`src/rtl/irq_ctrl_pkg.sv`:
```
`timescale 1ns/1ps
package irq_ctrl_pkg;
  // Strobes from the control half to the datapath half, one cycle each
  typedef struct packed {
    logic take;    // move winning request to in-service, latch vector
    logic eoi;     // clear lowest-numbered in-service bit
    logic maskWr;  // load mask from write data
    logic baseWr;  // load vector base from write data
  } ctrl_strobe_t;
endpackage

```
`src/rtl/irq_ctrl_datapath.sv`:
```
`timescale 1ns/1ps
module irq_ctrl_datapath
  import irq_ctrl_pkg::*;
#(
  parameter int NUM_IRQ     = 8,
  parameter int DATA_W      = 8,
  parameter int SYNC_STAGES = 2
) (
  input  logic               clk,
  input  logic               rst_n,
  input  logic [NUM_IRQ-1:0] irqIn,
  input  ctrl_strobe_t       strobe,
  input  logic [DATA_W-1:0]  wrData,
  output logic               forward,
  output logic [NUM_IRQ-1:0] maskQ,
  output logic [NUM_IRQ-1:0] inServiceQ,
  output logic [DATA_W-1:0]  vecQ
);
  localparam int IDX_W   = (NUM_IRQ > 1) ? $clog2(NUM_IRQ) : 1;
  localparam int CHAIN_W = SYNC_STAGES * NUM_IRQ;

  logic [CHAIN_W-1:0] syncChain;
  logic [NUM_IRQ-1:0] syncOut, lastLvl, riseEdge;
  logic [NUM_IRQ-1:0] pendQ, eligible, takeSet, eoiClr;
  logic [DATA_W-1:0]  baseQ;
  logic [IDX_W-1:0]   selIdx, srvIdx;

  // Input synchronizer: shift chain, newest stage at the low end
  always_ff @(posedge clk or negedge rst_n) begin
    if (!rst_n) begin
      syncChain <= '0;
      lastLvl   <= '0;
    end else begin
      syncChain <= {syncChain[CHAIN_W-NUM_IRQ-1:0], irqIn};
      lastLvl   <= syncOut;
    end
  end
  assign syncOut  = syncChain[CHAIN_W-1 -: NUM_IRQ];
  assign riseEdge = syncOut & ~lastLvl;

  // Pending bits: edge sets, acknowledge of that input clears
  genvar g;
  for (g = 0; g < NUM_IRQ; g++) begin : g_pend
    always_ff @(posedge clk or negedge rst_n) begin
      if (!rst_n)
        pendQ[g] <= 1'b0;
      else if (riseEdge[g])
        pendQ[g] <= 1'b1;
      else if (strobe.take && selIdx == IDX_W'(g))
        pendQ[g] <= 1'b0;
    end

    // pending stays set unless this input is taken
    p_pend_sticky_r1: assert property (@(posedge clk) disable iff (!rst_n)
      (pendQ[g] && !(strobe.take && selIdx == IDX_W'(g))) |=> pendQ[g]);
  end

  assign eligible = pendQ & ~maskQ;

  // Fixed priority: lowest set index wins
  always_comb begin
    selIdx = '0;
    for (int i = NUM_IRQ - 1; i >= 0; i--)
      if (eligible[i]) selIdx = IDX_W'(i);
  end

  always_comb begin
    srvIdx = '0;
    for (int i = NUM_IRQ - 1; i >= 0; i--)
      if (inServiceQ[i]) srvIdx = IDX_W'(i);
  end

  assign forward = (|eligible) && ((inServiceQ == '0) || (selIdx < srvIdx));

  assign takeSet = strobe.take ? (NUM_IRQ'(1) << selIdx) : '0;
  assign eoiClr  = (strobe.eoi && inServiceQ != '0) ? (NUM_IRQ'(1) << srvIdx) : '0;

  always_ff @(posedge clk or negedge rst_n) begin
    if (!rst_n) begin
      inServiceQ <= '0;
      maskQ      <= '1;
      baseQ      <= '0;
      vecQ       <= '0;
    end else begin
      inServiceQ <= (inServiceQ & ~eoiClr) | takeSet;
      if (strobe.maskWr) maskQ <= wrData[NUM_IRQ-1:0];
      if (strobe.baseWr) baseQ <= wrData;
      if (strobe.take)   vecQ  <= baseQ + DATA_W'(selIdx);
    end
  end

  // a take only happens with an eligible request present
  p_take_eligible_r4: assert property (@(posedge clk) disable iff (!rst_n)
    strobe.take |-> (eligible != '0));

  // nothing lower-numbered than the taken input was eligible
  p_top_priority_r2: assert property (@(posedge clk) disable iff (!rst_n)
    strobe.take |-> ((eligible & ((NUM_IRQ'(1) << selIdx) - NUM_IRQ'(1))) == '0));

  // taken input is in service on the next cycle
  p_into_service_r7: assert property (@(posedge clk) disable iff (!rst_n)
    strobe.take |=> inServiceQ[$past(selIdx)]);

  // end-of-interrupt alone removes exactly one in-service bit
  p_eoi_one_bit_r8: assert property (@(posedge clk) disable iff (!rst_n)
    (strobe.eoi && !strobe.take && inServiceQ != '0) |=>
      ($countones(inServiceQ) + 1 == $past($countones(inServiceQ))));
endmodule

```
`src/rtl/irq_ctrl_control.sv`:
```
`timescale 1ns/1ps
module irq_ctrl_control
  import irq_ctrl_pkg::*;
#(
  parameter int          DATA_W   = 8,
  parameter logic [7:0]  EOI_CODE = 8'h20,
  parameter int          INIT_BIT = 4
) (
  input  logic              clk,
  input  logic              rst_n,
  input  logic              ackN,
  input  logic              regSel,
  input  logic              wrEn,
  input  logic [DATA_W-1:0] wrData,
  input  logic              forward,
  output ctrl_strobe_t      strobe,
  output logic              intReq,
  output logic              vecValid
);
  logic ackPrevQ, armedQ, vecValidQ;
  logic ackFall, cmdWr, initStart;

  assign ackFall   = !ackN && ackPrevQ;
  assign cmdWr     = wrEn && !regSel;
  assign initStart = cmdWr && wrData[INIT_BIT];

  always_comb begin
    strobe        = '0;
    strobe.take   = ackFall && forward;
    strobe.eoi    = cmdWr && (wrData == DATA_W'(EOI_CODE));
    strobe.maskWr = wrEn && regSel && !armedQ;
    strobe.baseWr = wrEn && regSel && armedQ;
  end

  always_ff @(posedge clk or negedge rst_n) begin
    if (!rst_n) begin
      ackPrevQ  <= 1'b1;
      armedQ    <= 1'b0;
      vecValidQ <= 1'b0;
    end else begin
      ackPrevQ <= ackN;
      if (initStart)          armedQ <= 1'b1;
      else if (strobe.baseWr) armedQ <= 1'b0;
      if (strobe.take)        vecValidQ <= 1'b1;
      else if (ackN)          vecValidQ <= 1'b0;
    end
  end

  assign intReq   = forward && ackN;
  assign vecValid = vecValidQ;

  // a take yields a valid vector on the next cycle
  p_vec_after_take_r5: assert property (@(posedge clk) disable iff (!rst_n)
    strobe.take |=> vecValid);

  // vector withdrawn once acknowledge is seen high
  p_vec_drops_r5: assert property (@(posedge clk) disable iff (!rst_n)
    (vecValid && ackN) |=> !vecValid);

  // a valid vector never appears without a preceding take
  p_vec_needs_take_r10: assert property (@(posedge clk) disable iff (!rst_n)
    $rose(vecValid) |-> $past(strobe.take));
endmodule

```
`src/rtl/irq_vector_ctrl.sv`:
```
`timescale 1ns/1ps
module irq_vector_ctrl
  import irq_ctrl_pkg::*;
#(
  parameter int         NUM_IRQ     = 8,
  parameter int         DATA_W      = 8,
  parameter int         SYNC_STAGES = 2,
  parameter logic [7:0] EOI_CODE    = 8'h20,
  parameter int         INIT_BIT    = 4
) (
  input  logic               clk,
  input  logic               rst_n,
  input  logic [NUM_IRQ-1:0] irqIn,
  input  logic               ackN,
  input  logic               regSel,
  input  logic               wrEn,
  input  logic [DATA_W-1:0]  wrData,
  output logic [DATA_W-1:0]  rdData,
  output logic               intReq,
  output logic [DATA_W-1:0]  vecOut,
  output logic               vecValid
);
  ctrl_strobe_t       strobe;
  logic               forward;
  logic [NUM_IRQ-1:0] maskQ, inServiceQ;

  irq_ctrl_control #(
    .DATA_W(DATA_W), .EOI_CODE(EOI_CODE), .INIT_BIT(INIT_BIT)
  ) u_ctrl (
    .clk(clk), .rst_n(rst_n), .ackN(ackN), .regSel(regSel), .wrEn(wrEn),
    .wrData(wrData), .forward(forward), .strobe(strobe),
    .intReq(intReq), .vecValid(vecValid)
  );

  irq_ctrl_datapath #(
    .NUM_IRQ(NUM_IRQ), .DATA_W(DATA_W), .SYNC_STAGES(SYNC_STAGES)
  ) u_dp (
    .clk(clk), .rst_n(rst_n), .irqIn(irqIn), .strobe(strobe), .wrData(wrData),
    .forward(forward), .maskQ(maskQ), .inServiceQ(inServiceQ), .vecQ(vecOut)
  );

  assign rdData = regSel ? DATA_W'(maskQ) : DATA_W'(inServiceQ);

  // the interrupt line is never high during acknowledge
  p_quiet_in_ack_r5: assert property (@(posedge clk) disable iff (!rst_n)
    !ackN |-> !intReq);
endmodule

```
`config.mk`:
```
export PLATFORM = sky130hd
export DESIGN_NAME = irq_vector_ctrl
export DESIGN_NICKNAME = d
export VERILOG_FILES = /design/src/rtl/irq_ctrl_pkg.sv /design/src/rtl/irq_ctrl_datapath.sv /design/src/rtl/irq_ctrl_control.sv /design/src/rtl/irq_vector_ctrl.sv
export SDC_FILE = /design/constraint.sdc
export NUM_CORES = 1
export LEC_CHECK = 0
export ABC_AREA = 1
export BUFFER_PORTS_ARGS = -buffer_cell sky130_fd_sc_hd__buf_2
export CAP_MARGIN = 20
export CORE_ASPECT_RATIO = 2
export CORE_MARGIN = 2
export CORE_UTILIZATION = 50
export DETAILED_ROUTE_END_ITERATION = 6
export PLACE_DENSITY = 0.7
export SKIP_LAST_GASP = 1
export SYNTH_ARGS = -nofsm -noshare
export SYNTH_HDL_FRONTEND = slang
export SYNTH_SLANG_ARGS = --single-unit
```
`constraint.sdc`:
```
create_clock -name clk -period 2.6 [get_ports clk]
set_input_delay 0.26 -clock clk [delete_from_list [all_inputs] [get_ports clk]]
set_output_delay 0.26 -clock clk [all_outputs]
set_load 0.01 [all_outputs]
```
==> results.md <==
* Final Worst Setup Slack at 132 ps
* Number of global-route vias before repair at 2285
* Failing checks: negative hold slack
* Clock buffer depth at 2
* Synth cell types at 30
* TritonRoute pass-1 iters at 6
* EDFF count, synth at 0
* Clock latency on the worst-skew pair at 340 ps
* DR vias at 2384
* Yosys reg bits at 67
* P_leak at 1.92 nW
* Vias per cell at 5.14
* WP data required at 2340 ps
* Crit share post-route at 0.949
* Reg2reg start: u_dp.maskQ[7]
* First-pass GRT wire length at 10.5 mm
* Share of cells above drive strength 1 at 0.309
* Cells after synthesis at 346
* Wire length per cell at 14.0 um
* Post-route cell area at 3740 um^2
* Largest net degree at the start of global routing at 36
* Largest area contributor in the netlist: dfrtp_1
* Hold_ws at -25.6 ps
* Startpoint Class: flop
* Power density over the cells at 980 nW/um^2
* Avg Inst Size Synth at 8.96 um^2
* DR iter-0 viols at 119
* Fin crit period at 2470 ps
* Worst Setup Path Type: flop to primary output
* Crit. Startpoint: u_dp.maskQ[4]
* Outcome: finished, violations left
* Warnings from Yosys at 0
* Max_cap viols at 0
* Fin. max-slew vios at 0
* Port Buffer Count at 38
* Mapped Area at 3100 um^2
* Most frequent cell after synthesis: nand2_1
* Antenna Cells at 0
* Top_reg_cell synth: dfrtp_1
* Worst Skew at 4.90 ps
* Residual DRC at 0
* Gpl congestion at 0.846
* # clock sinks at 67
* Root buffer cell: clkbuf_16
* HPWL after DPL at 4.91 mm
* Hold Vio Cnt, Final at 28
* Height of the die at 115 um
* Syn-to-layout area delta at 20.7%
* Grt ovf at 0
* Worst slew pin tran at 721 ps
* HP Class: primary input to asynchronous set/reset pin
* Rows at 40
* WP data arrival at 2210 ps
* Core area at 6010 um^2
* CP max FO at 8
* Clock-pin slew of the registers on the worst-case setup and hold paths at 60 ps
* Share of the synthesized area in the top cell type at 0.468
* Worst VDD drop at 555 uV
* Max Clk Rate at 405 MHz
* DIE AREA at 6880 um^2
* Util after Layout at 0.623
* Antenna violations before repair at 0
* Die Span X at 59.7 um
* Mapped Nets at 371
* Final nets at 421
* Initial Util at 0.516
* CP Capture Type: primary output
* Seq/Total Area, Yosys at 0.545
* Worst slew margin relative to its limit at 0.520
* Synth top area cells: dfrtp_1 47%, nand2_1 11%, dfstp_2 7.6%
* Gr usage total at 0.213
* Post-synth ARST share at 1.00
* H-tree Lvls at 3
* TritonCTS Buffers at 9
* Final wirelength at 6.50 mm
* Placed inst area at 3360 um^2
* Routed Antenna Nets at 0
* Final setup viols at 0
* CTS tree: built
* IO Count at 39
* Most frequent cells after synthesis: 88 x nand2_1, 58 x dfrtp_1, 48 x inv_1, 33 x o21ai_0, 20 x nand2_2
* Pre-CTS setup slack at 218 ps
-- logic make-up (layout without fill, tap and decap cells) --
logic type | after synthesis | in the layout | synth area share
buffers and inverters | 64 | 119 | 0.0819
and+or+nand+nor | 158 | 158 | 0.248
DFF | 67 | 67 | 0.545
adders and majority gates | 4 | 4 | 0.0161
xor gates and xnor gates | 6 | 6 | 0.0170
AOI/OAI and AO/OA | 47 | 47 | 0.0921
-- worst max-delay path, cell delays in order (launching register included) --
cell	delay (ps)
dfstp_2	540
inv_1	40
nand2_1	80
nand2_2	80
nor2_4	140
nor3_4	60
ha_1	270
inv_1	50
o21bai_1	110
inv_1	60
nand2_2	80
nand2_4	70
and3_1	150
buf_2	130
-- through the flow --
step	setup TNS [ps]	hold WS [ps]	total power, mW	instances
finish	0	-25.6	3.66	464
global placement	0	332	2.30	443
global route	-2.40	23.6	3.89	464
CTS	0	8.41	3.65	460
floorplan	0	-35.6	2.06	346
detailed placement	0	337	2.33	443
-- placed cells by master, fill, tap and decap left out, drive strengths merged --
cell type / n
nand3b: 1
o21ai: 44
nor4: 2
clkbuf: 9
nand3: 8
bufinv: 2
inv: 58
nor3: 9
xor2: 6
o21bai: 1
nor2: 15
buf: 44
dfrtp: 58
a21oi: 1
clkinvlp: 2
nand2: 112
dfstp: 9
a22oi: 1
ha: 4
nand4: 9
or2: 1
clkinv: 4
and3: 1
-- per-layer routing --
metal	vias up	GRT usage	part of all wire
met5	-	0	0
met4	0	0.159	0.040
met3	17	0.0304	0.028
met2	61	0.370	0.57
met1	1117	0.218	0.36
li1	1189	-	-
-- final timing paths --
| check | to | slack [ps] | cells past startpoint |
|---|---|---|---|
| max | intReq | 130 | 13 |
| min | u_dp.baseQ[5] | -30 | 1 |
| max reg2reg | u_dp.vecQ[6] | 330 | 17 |
| min reg2reg | u_dp.syncChain[13] | 350 | 0 |
| max in group asynchronous | u_ctrl.ackPrevQ | 1910 | 2 |
| min in group clk | u_dp.syncChain[3] | 30 | 1 |
-- sequential cells by signal, indices dropped and copies added (netlist names) --
name	cells
u_ctrl.armedQ	1
u_dp.maskQ	8
u_dp.syncChain	16
u_ctrl.ackPrevQ	1
u_dp.pendQ	8
u_ctrl.vecValid	1
u_dp.baseQ	8
u_dp.inServiceQ	8
u_dp.vecQ	8
u_dp.lastLvl	8
-- power by group --
part | switching [mW] | internal [mW] | leakage [nW]
logic | 0.577 | 0.364 | 1.01
clock network | 0.463 | 0.844 | 0.152
registers | 0.150 | 1.27 | 0.768
total | 1.19 | 2.47 | 1.92
-- what timing repair did --
action                                 4_1_cts  5_1_grt
pin swaps                                    1        3
hold buffers                                 0        0
gates cloned                                 0        0
setup buffers                                1        4
endpoints found under the hold margin        0        0
setup endpoints to repair                    1        1
resized for setup                            1        4
-- area by class of cell --
type	count	area (um^2)
clock inverter	7	101
inverter	59	224
tap	63	78.8
clock buffer	9	225
timing repair buffer	44	248
fill	523	2270
multi-input combinational	215	1170
sequential	67	1690
Power figures use the tool's default switching activity.
